### src/rtl/edr_pkg.sv
// Shared types for the delayed-edge regenerator.
// Assumes: one event per cycle; a rise outranks a fall.
package edr_pkg;

    typedef enum logic [1:0] {
        EV_NONE = 2'd0,
        EV_RISE = 2'd1,
        EV_FALL = 2'd2
    } edr_event_t;

    // Reduce the two strobes to a single event; a fall counts only once armed.
    function automatic edr_event_t edr_classify(input logic rise, input logic fall,
                                                input logic armed);
        if (rise)
            return EV_RISE;
        else if (fall && armed)
            return EV_FALL;
        else
            return EV_NONE;
    endfunction

endpackage

### src/rtl/edr_delay_calc.sv
// Turns a measured phase difference into a loadable delay.
// Subtracts the synchronizer latency, floors the result at zero and caps it
// at MAX_DELAY so a count always ends before the next reference edge.
// Assumes: MAX_DELAY fits in CNT_W bits and is below half a reference period.
module edr_delay_calc #(
    parameter int CNT_W     = 14,
    parameter int LAT_COMP  = 4,
    parameter int MAX_DELAY = 4999
) (
    input  logic [CNT_W-1:0] phase_i,
    output logic [CNT_W-1:0] delay_o
);
    localparam logic [CNT_W-1:0] LatV = CNT_W'(LAT_COMP);
    localparam logic [CNT_W-1:0] MaxV = CNT_W'(MAX_DELAY);

    logic [CNT_W-1:0] diff;

    // Subtract the latency, floor at zero, cap at the maximum delay.
    always_comb begin
        diff = phase_i - LatV;
        if (phase_i < LatV)
            delay_o = '0;
        else if (diff > MaxV)
            delay_o = MaxV;
        else
            delay_o = diff;
    end

endmodule

### src/rtl/edr_counter.sv
// Down-counter and stored delay.
// A rise loads a fresh delay into the counter and the store, a fall reloads
// the counter from the store, and otherwise a nonzero count drops by one.
// Assumes: load_i never exceeds MAX_DELAY.
module edr_counter
    import edr_pkg::*;
#(
    parameter int CNT_W     = 14,
    parameter int MAX_DELAY = 4999
) (
    input  logic             clk,
    input  logic             rst_n,
    input  edr_event_t       ev_i,
    input  logic [CNT_W-1:0] load_i,
    output logic             busy_o
);
    localparam logic [CNT_W-1:0] MaxV = CNT_W'(MAX_DELAY);

    logic [CNT_W-1:0] cnt_q;
    logic [CNT_W-1:0] held_q;

    // Load, reload or count down the delay.
    always_ff @(posedge clk) begin
        if (!rst_n) begin
            cnt_q  <= '0;
            held_q <= '0;
        end else begin
            case (ev_i)
                EV_RISE: begin
                    cnt_q  <= load_i;
                    held_q <= load_i;
                end
                EV_FALL: cnt_q <= held_q;
                default: if (cnt_q != '0) cnt_q <= cnt_q - 1'b1;
            endcase
        end
    end

    assign busy_o = (cnt_q != '0);

    AST_RESET_CLEAR: assert property (@(posedge clk)
        !rst_n |=> cnt_q == '0);
    AST_RISE_LOAD: assert property (@(posedge clk) disable iff (!rst_n)
        ev_i == EV_RISE |=> cnt_q == $past(load_i));
    AST_CNT_BOUND: assert property (@(posedge clk) disable iff (!rst_n)
        cnt_q <= MaxV);
    AST_FALL_RELOAD: assert property (@(posedge clk) disable iff (!rst_n)
        ev_i == EV_FALL |=> cnt_q == $past(held_q));
    AST_COUNT_STEP: assert property (@(posedge clk) disable iff (!rst_n)
        (ev_i == EV_NONE && cnt_q != '0) |=> cnt_q == $past(cnt_q) - 1'b1);
    AST_HELD_STABLE: assert property (@(posedge clk) disable iff (!rst_n)
        ev_i != EV_RISE |=> $stable(held_q));

endmodule

### src/rtl/edr_level.sv
// Latched reference level, armed flag and output selection.
// The output is the latched level, inverted while the counter is busy.
// Assumes: the counter is idle whenever the block is not armed.
module edr_level
    import edr_pkg::*;
(
    input  logic       clk,
    input  logic       rst_n,
    input  edr_event_t ev_i,
    input  logic       ref_lvl_i,
    input  logic       busy_i,
    output logic       armed_o,
    output logic       wave_o
);
    logic lvl_q;

    // Capture the reference level on every accepted edge; arm on the first rise.
    always_ff @(posedge clk) begin
        if (!rst_n) begin
            lvl_q   <= 1'b0;
            armed_o <= 1'b0;
        end else begin
            case (ev_i)
                EV_RISE: begin
                    lvl_q   <= ref_lvl_i;
                    armed_o <= 1'b1;
                end
                EV_FALL: lvl_q <= ref_lvl_i;
                default: ;
            endcase
        end
    end

    // Hold the inverse level while a delay is still running.
    always_comb wave_o = busy_i ? ~lvl_q : lvl_q;

    AST_IDLE_LOW: assert property (@(posedge clk) disable iff (!rst_n)
        !armed_o |-> !wave_o);
    AST_LVL_HOLD: assert property (@(posedge clk) disable iff (!rst_n)
        ev_i == EV_NONE |=> $stable(lvl_q));

endmodule

### src/rtl/edr_regen.sv
// Delayed-edge square wave regenerator, top level.
// Classifies the strobes, derives the delay and drives the regenerated wave.
// Assumes: the inputs are synchronous to clk and each strobe lasts one cycle.
module edr_regen
    import edr_pkg::*;
#(
    parameter int CNT_W     = 14,
    parameter int LAT_COMP  = 4,
    parameter int MAX_DELAY = 4999
) (
    input  logic             clk,
    input  logic             rst_n,
    input  logic             ref_lvl_i,
    input  logic             ref_rise_i,
    input  logic             ref_fall_i,
    input  logic [CNT_W-1:0] phase_diff_i,
    output logic             wave_out_o
);
    edr_event_t       ev;
    logic [CNT_W-1:0] delay;
    logic             busy;
    logic             armed;

    // One event per cycle; the rise takes priority.
    always_comb ev = edr_classify(ref_rise_i, ref_fall_i, armed);

    edr_delay_calc #(
        .CNT_W    (CNT_W),
        .LAT_COMP (LAT_COMP),
        .MAX_DELAY(MAX_DELAY)
    ) u_calc (
        .phase_i(phase_diff_i),
        .delay_o(delay)
    );

    edr_counter #(
        .CNT_W    (CNT_W),
        .MAX_DELAY(MAX_DELAY)
    ) u_cnt (
        .clk   (clk),
        .rst_n (rst_n),
        .ev_i  (ev),
        .load_i(delay),
        .busy_o(busy)
    );

    edr_level u_lvl (
        .clk      (clk),
        .rst_n    (rst_n),
        .ev_i     (ev),
        .ref_lvl_i(ref_lvl_i),
        .busy_i   (busy),
        .armed_o  (armed),
        .wave_o   (wave_out_o)
    );

    AST_RESET_LOW: assert property (@(posedge clk)
        !rst_n |=> !wave_out_o);
    AST_RISE_WINS: assert property (@(posedge clk) disable iff (!rst_n)
        (ref_rise_i && ref_fall_i) |=> armed);

endmodule

### config.mk
export PLATFORM = sky130hd
export DESIGN_NAME = edr_regen
export DESIGN_NICKNAME = d
export VERILOG_FILES = /design/src/rtl/edr_pkg.sv /design/src/rtl/edr_delay_calc.sv /design/src/rtl/edr_counter.sv /design/src/rtl/edr_level.sv /design/src/rtl/edr_regen.sv
export SDC_FILE = /design/constraint.sdc
export NUM_CORES = 1
export LEC_CHECK = 0
export ABC_AREA = 1
export BUFFER_PORTS_ARGS = -buffer_cell sky130_fd_sc_hd__buf_2
export CORE_ASPECT_RATIO = 0.5
export CORE_MARGIN = 1
export CORE_UTILIZATION = 63
export DETAILED_ROUTE_END_ITERATION = 10
export PLACE_DENSITY = 0.88
export REMOVE_ABC_BUFFERS = 1
export SLEW_MARGIN = 20
export SYNTH_ARGS = -nofsm -noshare
export SYNTH_HDL_FRONTEND = slang
export SYNTH_SLANG_ARGS = --single-unit
### constraint.sdc
create_clock -name clk -period 3.7 [get_ports clk]
set_input_delay 0.74 -clock clk [delete_from_list [all_inputs] [get_ports clk]]
set_output_delay 0.74 -clock clk [all_outputs]
set_load 0.05 [all_outputs]
==> results.py <==
metrics = {
    "setup_path": {
        "ff2ff_setup_slack_ns": 1.66,
        "reg2reg_from": "u_cnt.cnt_q[0]",
        "cp_data_arrival_time_ns": 2.11,
        "cp-end-kind": "output port",
        "cp_max_fo": 13,
        "start_kind": "flop",
        "rr_worst_depth": 11,
        "path_class": "flop to output port",
        "crit_start": "u_cnt.cnt_q[0]",
        "worstPathRequired_ns": 2.96,
    },
    "hold_path": {
        "worstHoldStart": "u_cnt.held_q[13]",
        "holdCritPathClass": "flop to flop",
        "min_path_cells": 2,
    },
    "route": {
        "vias_per_cell": 5.44,
        "wirelength_mm": 4.42,
        "dr_total_vias": 1925,
        "drtPass1Iterations": 7,
        "drtIter0Drc": 103,
        "drc": 1,
        "wl_per_cell_um": 12.5,
        "drtAntennaViolNets": 0,
    },
    "logic_synthesis": {
        "ys_types": 38,
        "synth-edff-count": 0,
        "synth_top_area_share": 0.293,
        "yosysMostFrequentCell": "nand2_1",
        "syn_area_per_cell_um2": 6.92,
        "synth_area_leaders": "dfxtp_1 (29%), nand2_1 (12%), inv_1 (7.2%), nand3_1 (7.1%), nand3_2 (4.9%)",
        "yosys.area.top_type": "dfxtp_1",
        "ys_ff_latch": 30,
        "netlist_top_cells_count": "nand2_1 (68), inv_1 (39), dfxtp_1 (30)",
        "ys_async_sr_fraction": 0,
        "synth_area_um2": 2050,
        "ys_warn_count": 0,
        "seq_area_frac_synth": 0.293,
        "synthFlopType": "dfxtp_1",
        "postSynthCellCount": 296,
    },
    "placed_design": {
        "dp_hpwl_mm": 3.33,
        "place_congestion": 0.852,
        "post-place-ws_ns": 1.04,
        "place_inst": 347,
        "port_buffers": 19,
    },
    "floorplan": {
        "num_rows": 14,
        "die_h_um": 42.3,
        "floorplan.die_area_um2": 3490,
        "ios": 20,
        "die_w_um": 82.6,
        "coreArea_um2": 3050,
        "start_util": 0.672,
    },
    "global_routing": {
        "grt_pass1_wl_mm": 7.67,
        "grt-ovfl-total": 0,
        "grt_pass1_vias": 1790,
        "antenna_found_initial": 0,
        "grt_usage": 0.294,
        "grt_max_degree": 18,
    },
    "clocking": {
        "cts_buffer_depth": 2,
        "cts_tree": "done",
        "cts_sinks": 30,
        "post-cts-setup-buffer-count": 0,
        "cts.clk_slew.worst_paths_ns": 0.06,
        "ctsHtreeMaxLevel": 2,
        "cts_resized": 0,
        "cts-root-buf": "clkbuf_8",
        "clk_latency_ns": 0.28,
        "cts_inserted_buffers": 5,
        "cts_hold_buf": 0,
    },
    "run_status": {
        "outcome": "complete, but fails checks",
        "violations": "DRC",
    },
    "sta": {
        "worst_pin_slew_ns": 0.772,
        "period_share": 0.769,
        "fmax_mhz": 351,
        "rsz0062_at_grt": "no",
        "fin_worst_skew_ns": 0.00584,
        "fin_crit_ns": 2.85,
        "finalMaxSlewViolations": 0,
        "layout_setup_ws_ns": 0.853,
        "slew_headroom": 0.483,
        "setup_violations": 0,
        "hold_viol": 0,
        "finalSetupTns_ns": 0,
    },
    "run": {
        "maxCapViolCount": 0,
    },
    "power_and_ir_drop": {
        "leakagePower_nw": 1.08,
        "p_per_area_nw_per_um2": 380,
        "fin_total_pwr_uw": 834,
        "peakVddDrop_uv": 174,
    },
    "final_layout": {
        "antenna_cells_inserted": 0,
        "drive_gt1_frac": 0.226,
        "finalNonFillerCells": 354,
        "area_growth_pct": 7.09,
        "finalNetCount": 336,
    },
}
[where the power goes]
part	total, mW	switching, mW	internal [mW]	leakage, nW
registers	0.365	0.0164	0.348	0.247
logic	0.227	0.151	0.0758	0.793
clock network	0.242	0.116	0.126	0.0438
[through the flow]
| step | utilization | hold slack [ns] | cell area (um^2) |
|---|---|---|---|
| after global placement | 0.693 | 0.427 | 2110 |
| final | 0.719 | 0.456 | 2190 |
| after CTS | 0.719 | 0.449 | 2190 |
| after detailed placement | 0.693 | 0.440 | 2110 |
| after floorplan | - | 0.419 | 1960 |
| after global routing | 0.719 | 0.461 | 2190 |
[state kept, by name, summed over array words and instances, names as in the netlist]
name and flops:
u_cnt.held_q 14, u_lvl.armed_o 1, u_cnt.cnt_q 14, u_lvl.lvl_q 1
[final timing paths]
kind / endpoint
worst min-delay path: u_cnt.held_q[13]
worst max-delay path: wave_out_o
worst min register to register: u_cnt.held_q[13]
worst max register to register: u_cnt.cnt_q[12]
[critical path, cell delays in order (launching register included)]
cell	delay, ns
dfxtp_1	0.32
inv_1	0.08
ha_1	0.19
nand2_1	0.12
nor2_4	0.13
nand2_2	0.11
nor2_2	0.11
nand4_2	0.28
xor2_1	0.22
buf_2	0.28
[placed cells by master (no fill, tap or decap), drive strengths merged]
cell    netlist  routed
nand2        82      82
inv          41      41
nand3        39      39
nor2         32      32
dfxtp        30      30
buf           6      20
a21oi        16      16
nand4        10      10
o21ai        10      10
xor2          6       6
clkbuf        3       5
nor3          4       4
ha            3       3
clkinv        1       3
nand3b        2       2
o211ai        2       2
or2           2       2
xnor2         2       2
o31ai         2       2
a21boi        1       1
and2          1       1
a22oi         1       1
[kinds of logic (layout without fill, tap and decap cells)]
group / Yosys count / count (layout) / share of synthesized area
AND/OR/NAND/NOR: 172 / 172 / 0.436
buffers and inverters: 51 / 69 / 0.120
AO/OA/AOI/OAI: 32 / 32 / 0.0941
flip-flops: 30 / 30 / 0.293
XOR/XNOR: 8 / 8 / 0.0379
adder cells (fa/ha/maj): 3 / 3 / 0.0183
[metal layers]
| metal | vias up | wire length [um] | global-route usage |
|---|---|---|---|
| met2 | 55 | 2050 | 0.484 |
| li1 | 987 | - | - |
| met1 | 874 | 2130 | 0.383 |
| met3 | 9 | 192 | 0.0587 |
| met5 | - | 0 | 0 |
| met4 | 0 | 46 | 0.103 |
[layout make-up]
cell class / count / area [um^2]
Inverter: 42 / 160
Sequential cell: 30 / 601
Timing Repair Buffer: 20 / 103
Multi-Input combinational cell: 215 / 1200
Tap cell: 40 / 50.0
Clock inverter: 2 / 10.0
Fill cell: 244 / 856
Clock buffer: 5 / 68.8
Note: power is estimated with default switching activity, not from simulation.
